==> config.mk <==
export PLATFORM = sky130hd
export DESIGN_NAME = tod_alarm_match
export DESIGN_NICKNAME = d
export VERILOG_FILES = /design/src/rtl/tam_pkg.sv /design/src/rtl/tam_alarm_regs.sv /design/src/rtl/tam_match_unit.sv /design/src/rtl/tam_flag_ctrl.sv /design/src/rtl/tod_alarm_match.sv
export SDC_FILE = /design/constraint.sdc
export NUM_CORES = 1
export LEC_CHECK = 0
export BUFFER_PORTS_ARGS = -buffer_cell sky130_fd_sc_hd__buf_2
export CAP_MARGIN = 20
export CORE_AREA = 4 4 69 71
export DETAILED_ROUTE_END_ITERATION = 6
export DIE_AREA = 0 0 73 75
export PLACE_DENSITY = 0.69
export SETUP_SLACK_MARGIN = 0.15
export SYNTH_ARGS = -nofsm -noshare
export SYNTH_HDL_FRONTEND = slang
export SYNTH_SLANG_ARGS = --single-unit
==> constraint.sdc <==
create_clock -name clk -period 2.26 [get_ports clk]
set_input_delay 0.113 -clock clk [delete_from_list [all_inputs] [get_ports clk]]
set_output_delay 0.113 -clock clk [all_outputs]
set_load 0.01 [all_outputs]
==> src/rtl/tam_pkg.sv <==
package tam_pkg;
  localparam int unsigned NUM_FIELDS = 4;
  localparam int unsigned BYTE_W     = 8;
  localparam int unsigned WIDE_W     = 7;   // sec, min, day compare width
  localparam int unsigned HOUR_W     = 6;   // hours compare width
  localparam int unsigned HOUR_IDX   = 2;

  // mask code {sec,min,hour,day}
  localparam logic [3:0] CODE_EVERY = 4'b1111;
  localparam logic [3:0] CODE_S     = 4'b0111;
  localparam logic [3:0] CODE_SM    = 4'b0011;
  localparam logic [3:0] CODE_SMH   = 4'b0001;
  localparam logic [3:0] CODE_ALL   = 4'b0000;

  function automatic logic [BYTE_W-1:0] keep_bits(input int unsigned idx);
    return (idx == HOUR_IDX) ? 8'hBF : 8'hFF;
  endfunction
endpackage

==> src/rtl/tam_alarm_regs.sv <==
module tam_alarm_regs
  import tam_pkg::*;
#(
  parameter int unsigned ADDR_W = 5,
  parameter int unsigned BASE   = 7
) (
  input  logic                                clk,
  input  logic                                rst_n,
  input  logic                                wr_en,
  input  logic [ADDR_W-1:0]                   wr_addr,
  input  logic [BYTE_W-1:0]                   wr_data,
  output logic [NUM_FIELDS-1:0][BYTE_W-1:0]   bytes_q
);
  for (genvar gi = 0; gi < NUM_FIELDS; gi++) begin : g_byte
    logic [BYTE_W-1:0] byte_q;
    logic [BYTE_W-1:0] byte_d;
    logic              byte_ld;

    always_comb begin
      byte_ld = wr_en && (wr_addr == ADDR_W'(BASE + gi));
      byte_d  = wr_data & keep_bits(gi);
    end

    always_ff @(posedge clk or negedge rst_n) begin
      if (!rst_n)       byte_q <= '0;
      else if (byte_ld) byte_q <= byte_d;
    end

    assign bytes_q[gi] = byte_q;
  end
endmodule

==> src/rtl/tam_match_unit.sv <==
module tam_match_unit
  import tam_pkg::*;
(
  input  logic [3:0]        mask_code,
  input  logic [WIDE_W-1:0] alm_sec,
  input  logic [WIDE_W-1:0] alm_min,
  input  logic [HOUR_W-1:0] alm_hour,
  input  logic [WIDE_W-1:0] alm_day,
  input  logic [WIDE_W-1:0] cur_sec,
  input  logic [WIDE_W-1:0] cur_min,
  input  logic [HOUR_W-1:0] cur_hour,
  input  logic [WIDE_W-1:0] cur_day,
  output logic              hit
);
  logic eq_s, eq_m, eq_h, eq_d;

  always_comb begin
    eq_s = (alm_sec  == cur_sec);
    eq_m = (alm_min  == cur_min);
    eq_h = (alm_hour == cur_hour);
    eq_d = (alm_day  == cur_day);
    case (mask_code)
      CODE_EVERY: hit = 1'b1;
      CODE_S:     hit = eq_s;
      CODE_SM:    hit = eq_s & eq_m;
      CODE_SMH:   hit = eq_s & eq_m & eq_h;
      CODE_ALL:   hit = eq_s & eq_m & eq_h & eq_d;
      default:    hit = 1'b0;
    endcase
  end
endmodule

==> src/rtl/tam_flag_ctrl.sv <==
module tam_flag_ctrl (
  input  logic clk,
  input  logic rst_n,
  input  logic tick,
  input  logic hit,
  input  logic clr_req,
  input  logic en_ld,
  input  logic en_val,
  output logic flag_q,
  output logic en_q,
  output logic irq_n
);
  logic flag_d;
  logic en_d;

  always_comb begin
    if (tick && hit)  flag_d = 1'b1;
    else if (clr_req) flag_d = 1'b0;
    else              flag_d = flag_q;
    en_d = en_ld ? en_val : en_q;
  end

  always_ff @(posedge clk or negedge rst_n) begin
    if (!rst_n) begin
      flag_q <= 1'b0;
      en_q   <= 1'b0;
    end else begin
      flag_q <= flag_d;
      en_q   <= en_d;
    end
  end

  assign irq_n = ~(flag_q & en_q);
endmodule

==> src/rtl/tod_alarm_match.sv <==
module tod_alarm_match
  import tam_pkg::*;
#(
  parameter int unsigned ADDR_W     = 5,
  parameter int unsigned ALARM_BASE = 7,
  parameter int unsigned CTRL_ADDR  = 15,
  parameter int unsigned STAT_ADDR  = 16
) (
  input  logic              clk,
  input  logic              rst_n,
  input  logic              tick_1s,
  input  logic [6:0]        cur_sec,
  input  logic [6:0]        cur_min,
  input  logic [5:0]        cur_hour,
  input  logic [6:0]        cur_day,
  input  logic              wr_en,
  input  logic [ADDR_W-1:0] wr_addr,
  input  logic [7:0]        wr_data,
  output logic [7:0]        alm_sec_o,
  output logic [7:0]        alm_min_o,
  output logic [7:0]        alm_hour_o,
  output logic [7:0]        alm_day_o,
  output logic              alarm_flag,
  output logic              irq_n
);
  logic [NUM_FIELDS-1:0][BYTE_W-1:0] bytes_q;
  logic [3:0] mask_code;
  logic       hit;
  logic       clr_req;
  logic       en_ld;
  logic       en_q;

  tam_alarm_regs #(.ADDR_W(ADDR_W), .BASE(ALARM_BASE)) u_regs (
    .clk(clk), .rst_n(rst_n), .wr_en(wr_en), .wr_addr(wr_addr),
    .wr_data(wr_data), .bytes_q(bytes_q)
  );

  assign mask_code = {bytes_q[0][7], bytes_q[1][7], bytes_q[2][7], bytes_q[3][7]};

  tam_match_unit u_match (
    .mask_code(mask_code),
    .alm_sec(bytes_q[0][WIDE_W-1:0]), .alm_min(bytes_q[1][WIDE_W-1:0]),
    .alm_hour(bytes_q[2][HOUR_W-1:0]), .alm_day(bytes_q[3][WIDE_W-1:0]),
    .cur_sec(cur_sec), .cur_min(cur_min), .cur_hour(cur_hour), .cur_day(cur_day),
    .hit(hit)
  );

  assign clr_req = wr_en && (wr_addr == ADDR_W'(STAT_ADDR)) && !wr_data[0];
  assign en_ld   = wr_en && (wr_addr == ADDR_W'(CTRL_ADDR));

  tam_flag_ctrl u_flag (
    .clk(clk), .rst_n(rst_n), .tick(tick_1s), .hit(hit), .clr_req(clr_req),
    .en_ld(en_ld), .en_val(wr_data[0]), .flag_q(alarm_flag), .en_q(en_q),
    .irq_n(irq_n)
  );

  assign alm_sec_o  = bytes_q[0];
  assign alm_min_o  = bytes_q[1];
  assign alm_hour_o = bytes_q[2];
  assign alm_day_o  = bytes_q[3];
endmodule

==> flow_summary.ini, run 1 <==
[run_status]
status = complete, no violations

[synth]
post_synth_instance_area_sq_mm = 0.001625
yosys_warnings = 0
synthMuxAreaShare_pct = 22.17
synth_fp_nets = 168
synth_area_leaders = dfrtp_1 51%, mux2_2 22%, xnor2_1 10%
syn_area_per_cell_sq_um = 13.11
yosys.area_share.simple_pct = 8.699
synthXorXnorAreaFrac_pct = 14.55
synthCells = 124
post-synth-top-area-cell = dfrtp_1
synth_compound_area_share_pct = 2.463
synth_cell_types = 23
ys_ff_latch = 33
synth_top_family_by_area = multiplexers
synth_fa_ha_area_share_pct = 0
yosysTopAreaCellShare_pct = 50.81
seq_area_frac_synth_pct = 50.81

[global_route]
overflow = 0
grt_use_total_pct = 14.82
first_global_vias = 1273
grt_pass1_wl_microns = 6065
grt_antenna_before_repair = 0
grt_max_degree = 34

[clock_tree]
cts_buffer_depth = 2
cts.sinks = 33
htree_levels = 2
cts_tree = done
root_buffer = clkbuf_8
clk_latency_ns = 0.28
clkSlewWorstSetupHoldPaths_ns = 0.07
cts-resized-gates = 0
numCtsBuffers = 5

[die]
core_area_sq_mm = 0.004234
dieArea_sq_mm = 0.005475
die_h_microns = 75
rows = 24
die_w_microns = 73
start_util_pct = 38.39
io-pin-count = 78

[pwr]
ir_worst_vdd_uv = 546.5
p_leak_uw = 0.001069
p_per_area_mw_per_mm2 = 799.7

[timing]
worst_slack_ns = 0.6711
post-route-period-util_pct = 70.31
final-setup-viol-count = 0
setup_tns_ns = 0
finalHoldViolCount = 0
min_period_ns = 1.589
fmax_mhz = 629.4
fin_skew_ns = 0.002863
rsz0062_at_grt = false
slew-limit-headroom_pct = 50.06
worst_pin_slew_ns = 0.7491
maxSlewViolCount = 0

[drt]
drt-initial-drc-count = 27
drc = 0
vias = 1280
dr.pass1.iters = 4
finalWirelength_microns = 3884
post_drt_wl_per_cell_microns = 15.11
viasPerCell = 4.981
ant_nets = 0

[worst_hold_path]
hold_class = in2reg

[final_layout]
layout_common_cells = 76 x buf_2, 33 x dfrtp_1, 32 x mux2_2, 19 x xnor2_1, 8 x xor2_1
antennaDiodeCount = 0
mostFrequentLayoutCell = buf_2
syn2layout_area_growth_pct = 32.26
final_nets = 249
fillers = 397
drive_gt1_share_pct = 56.10

[critical_path]
endpoint_kind = register
cp.required_ns = 2.48
worst-setup-path-type = reg2reg
critical_path_peak_fanout = 3
critPathArrivalTime_ns = 1.81
worstSetupStartpointType = register

[placed_design]
portBuffers = 76
dp_slack_ns = 0.6706
gp_congestion = 0.7897
hpwl_microns = 3064

[job]
drv_cap = 0
-- layer usage --
layer	vias up	GRT usage (%)	wire, microns
li1	609	-	-
met1	605	18.09	1577
met2	62	25.02	1889
met3	4	6.142	392
met4	0	2.459	25
met5	-	0	0
-- critical path, stage by stage (launching register included) --
cell and delay, ns:
dfrtp_1 0.40, xor2_1 0.15, nor4_1 0.39, a41oi_1 0.18, o41ai_1 0.26, a22o_1 0.16
-- final timing paths --
| kind | start | end | cells after the start | slack (ns) |
|---|---|---|---|---|
| min | wr_data[6] | u_regs.g_byte[3].byte_q[6] | 2 | 0.09 |
| max reg2reg | u_regs.g_byte[3].byte_q[5] | u_flag.flag_q | 5 | 0.67 |
| min reg2reg | u_flag.en_q | u_flag.en_q | 1 | 0.51 |
| min in group asynchronous | rst_n | u_regs.g_byte[3].byte_q[1] | 2 | 0.43 |
| max in group asynchronous | rst_n | u_regs.g_byte[0].byte_q[2] | 2 | 1.35 |
| max | u_regs.g_byte[3].byte_q[5] | u_flag.flag_q | 5 | 0.67 |
-- cell families after synthesis --
kind of cell           count (synthesis)
flip-flops                            33
XOR/XNOR                              27
AND/OR/NAND/NOR                       23
multiplexers                          32
AO/OA/AOI/OAI                          5
other                                  1
buffers and inverters                  3
-- metrics by stage --
stage	utilization, %	hold WS [ns]	std cells	area, sq um	total power (uW)
after floorplan	-	-0.1826	124	1625	1069
after global placement	48.49	0.2161	249	2053	1286
after detailed placement	48.49	0.2216	249	2053	1292
after CTS	50.77	0.09269	257	2150	1740
after global routing	50.77	0.1028	257	2150	1819
final	50.77	0.09496	257	2150	1719
-- synthesized netlist by cell type --
cell type  number
a22o_1          1
a41oi_1         2
and4_1          1
buf_2           2
buf_4           1
conb_1          1
dfrtp_1        33
mux2_2         32
nand2_1         2
nand2b_1        1
nand3_1         3
nand4_1         6
nand4b_2        1
nor2_1          2
nor2b_1         2
nor3_1          1
nor3b_1         1
nor4_1          2
o21ai_0         1
o41ai_1         1
or3_1           1
xnor2_1        19
xor2_1          8
-- cell type report --
type / count / area [sq um] / area share (%)
sequential: 33 / 825.8 / 38.42
multi-input combinational: 88 / 782.0 / 36.38
timing repair buffer: 77 / 390.4 / 18.16
clock buffer: 7 / 86.33 / 4.016
tap: 52 / 65.06 / 3.027
-- state kept, by name, summed over array words and instances (netlist names) --
register              cells
u_flag.en_q               1
u_flag.flag_q             1
u_regs.g_byte.byte_q     31
-- power by group --
part / switching, uW / internal [uW] / total, uW
clock: 203 / 241 / 444
combinational: 209 / 257 / 466
sequential: 106 / 703 / 809
-- timing repair --
item                      in CTS  in global routing
hold buffers                   1                  0
hold endpoints to repair      33                  0
buffers inserted               0                  0
Note: power is estimated with default switching activity, not from simulation.
==> run 2: changes to the inputs <==
Clock period 2.26 ns to 1.6 ns, I/O delays scaled along.
==> run 2 against run 1 <==
Worst hold slack got worse by 0.046 ns. Global-route usage rose by 1.8 points. Sequential power rose by 41%. Critical path type unchanged. Die area did not move. Highest routed layer unchanged. Critical path depth did not move. Total power rose by 47%. Clock skew rose by 0.0014 ns. Maximum frequency rose by 9.2%. Via count fell by 2.0%.
==> flow_summary.ini, run 2 (synthesis gave the netlist of run 1 again) <==
[run_status]
status = complete, no violations

[pwr]
p_per_area_mw_per_mm2 = 1148
p_leak_uw = 0.001101
switching_share_pct = 30.73
p_switching_uw = 778.9
p_clk_share_pct = 27.7
p_int_uw = 1756
total_power_uw = 2534
sequentialPowerShare_pct = 45.0
ir_worst_vdd_uv = 694.8
comb_power_share_pct = 27.2

[drt]
drt-initial-drc-count = 27
vias = 1255
viasPerCell = 4.808
post_drt_wl_per_cell_microns = 15.80
finalWirelength_microns = 4123
drc = 0
dr.pass1.iters = 4
ant_nets = 0

[timing]
slew-limit-headroom_pct = 51.81
fmax_mhz = 686.9
worst_slack_ns = 0.1443
whs_ns = 0.04883
fin_skew_ns = 0.004251
post-route-period-util_pct = 90.98
rsz0062_at_grt = true
maxSlewViolCount = 0
setup_tns_ns = 0
finalHoldViolCount = 0
final-setup-viol-count = 0
min_period_ns = 1.456
worst_pin_slew_ns = 0.7229

[final_layout]
fillers = 394
syn2layout_area_growth_pct = 35.80
drive_gt1_share_pct = 58.85
largest_reg_flops = 31
final_nets = 252
reg_top3 = u_regs.g_byte.byte_q: 31 flops, u_flag.en_q: 1 flops, u_flag.flag_q: 1 flops
layout_common_cells = 76 x buf_2, 33 x dfrtp_1, 32 x mux2_2, 19 x xnor2_1, 8 x xor2_1
final_cell_area_sq_mm = 0.002207
antennaDiodeCount = 0
regMostFlops = u_regs.g_byte.byte_q
mostFrequentLayoutCell = buf_2

[critical_path]
cp_slowest_cell = dfrtp_1
worstSetupStartpointType = register
crit_family = compound AO/OA/AOI/OAI gates
crit_path_max_incr_delay_ns = 0.40
critPathArrivalTime_ns = 1.68
cp.required_ns = 1.83
worstPathCellList = xor2_1 > nor4_2 > a41oi_1 > o41ai_2 > a22o_1
worst-setup-path-type = reg2reg
cp_num_buf_inv = 0
critical_path_peak_fanout = 3
endpoint_kind = register

[die]
io-pin-count = 78
rows = 24
core_area_sq_mm = 0.004234
die_h_microns = 75
dieArea_sq_mm = 0.005475
die_w_microns = 73
start_util_pct = 38.39

[clock_tree]
clkSlewWorstSetupHoldPaths_ns = 0.07
post-cts-setup-buffers = 0
cts_buffer_depth = 2
numCtsBuffers = 5
cts_tree = done
clk_latency_ns = 0.29
cts.sinks = 33
root_buffer = clkbuf_8
htree_levels = 2

[placed_design]
dp_slack_ns = 0.08411
detailed_place.area_sq_mm = 0.002076
portBuffers = 76
hpwl_microns = 3253
gp_congestion = 0.7982

[global_route]
grt_max_degree = 34
first_global_vias = 1306
overflow = 0
grt_pass1_wl_microns = 6665
grt_antenna_before_repair = 0
grt_use_total_pct = 16.67

[job]
drv_cap = 0

[worst_hold_path]
hold_class = in2reg
[run 2: metrics by stage]
stage / instances / util, %
floorplan: 124 / -
global placement: 252 / 49.02
detailed placement: 252 / 49.02
CTS: 261 / 51.65
global route: 261 / 52.13
finish: 261 / 52.13
[run 2: layer usage]
layer  track usage (%)  share of wire [%]  up-vias
met1             21.60                 42      591
met5                 0                  0        -
met4             6.762                1.7        0
met3             5.874                8.8        6
met2             25.52                 48       50
li1                  -                  -      608
[run 2: path summary, 6_finish.rpt]
| check | start | end | slack, ns | cells past startpoint |
|---|---|---|---|---|
| min | wr_data[6] | u_regs.g_byte[1].byte_q[6] | 0.05 | 2 |
| max reg2reg | u_regs.g_byte[3].byte_q[5] | u_flag.flag_q | 0.14 | 5 |
| max in group asynchronous | rst_n | u_regs.g_byte[0].byte_q[2] | 0.75 | 2 |
| min reg2reg | u_flag.en_q | u_flag.en_q | 0.51 | 1 |
| max | u_regs.g_byte[3].byte_q[5] | u_flag.flag_q | 0.14 | 5 |
| min in group asynchronous | rst_n | u_regs.g_byte[1].byte_q[1] | 0.38 | 2 |
[run 2: cell type report]
class                      count  area (sq um)  share of cell area, %
sequential                    33         825.8                  37.41
clock inverter                 1         5.005                 0.2268
multi-input combinational     88         802.0                  36.34
tap                           52         65.06                  2.948
clock buffer                   7         96.34                  4.365
timing repair buffer          80         412.9                  18.71
[run 2: power groups by stage]
stage	sequential, uW	combinational (uW)	clock (uW)
after detailed placement	1150	689	0
after global placement	1140	679	0
after CTS	1140	695	715
after global routing	1170	761	768
after floorplan	1210	296	0
final	1140	691	702
[run 2: timing repair]
item / in CTS / in global routing
setup endpoints to repair: 1 / 1
pin swaps: 1 / 1
resized for setup: 0 / 3
cloned: 0 / 0
hold endpoints to repair: 33 / 0
hold buffers: 1 / 0
[run 2: worst reg2reg max path, cell delays in order (launching register included)]
cell and delay [ns]:
dfrtp_1 0.40, xor2_1 0.16, nor4_2 0.29, a41oi_1 0.17, o41ai_2 0.22, a22o_1 0.16
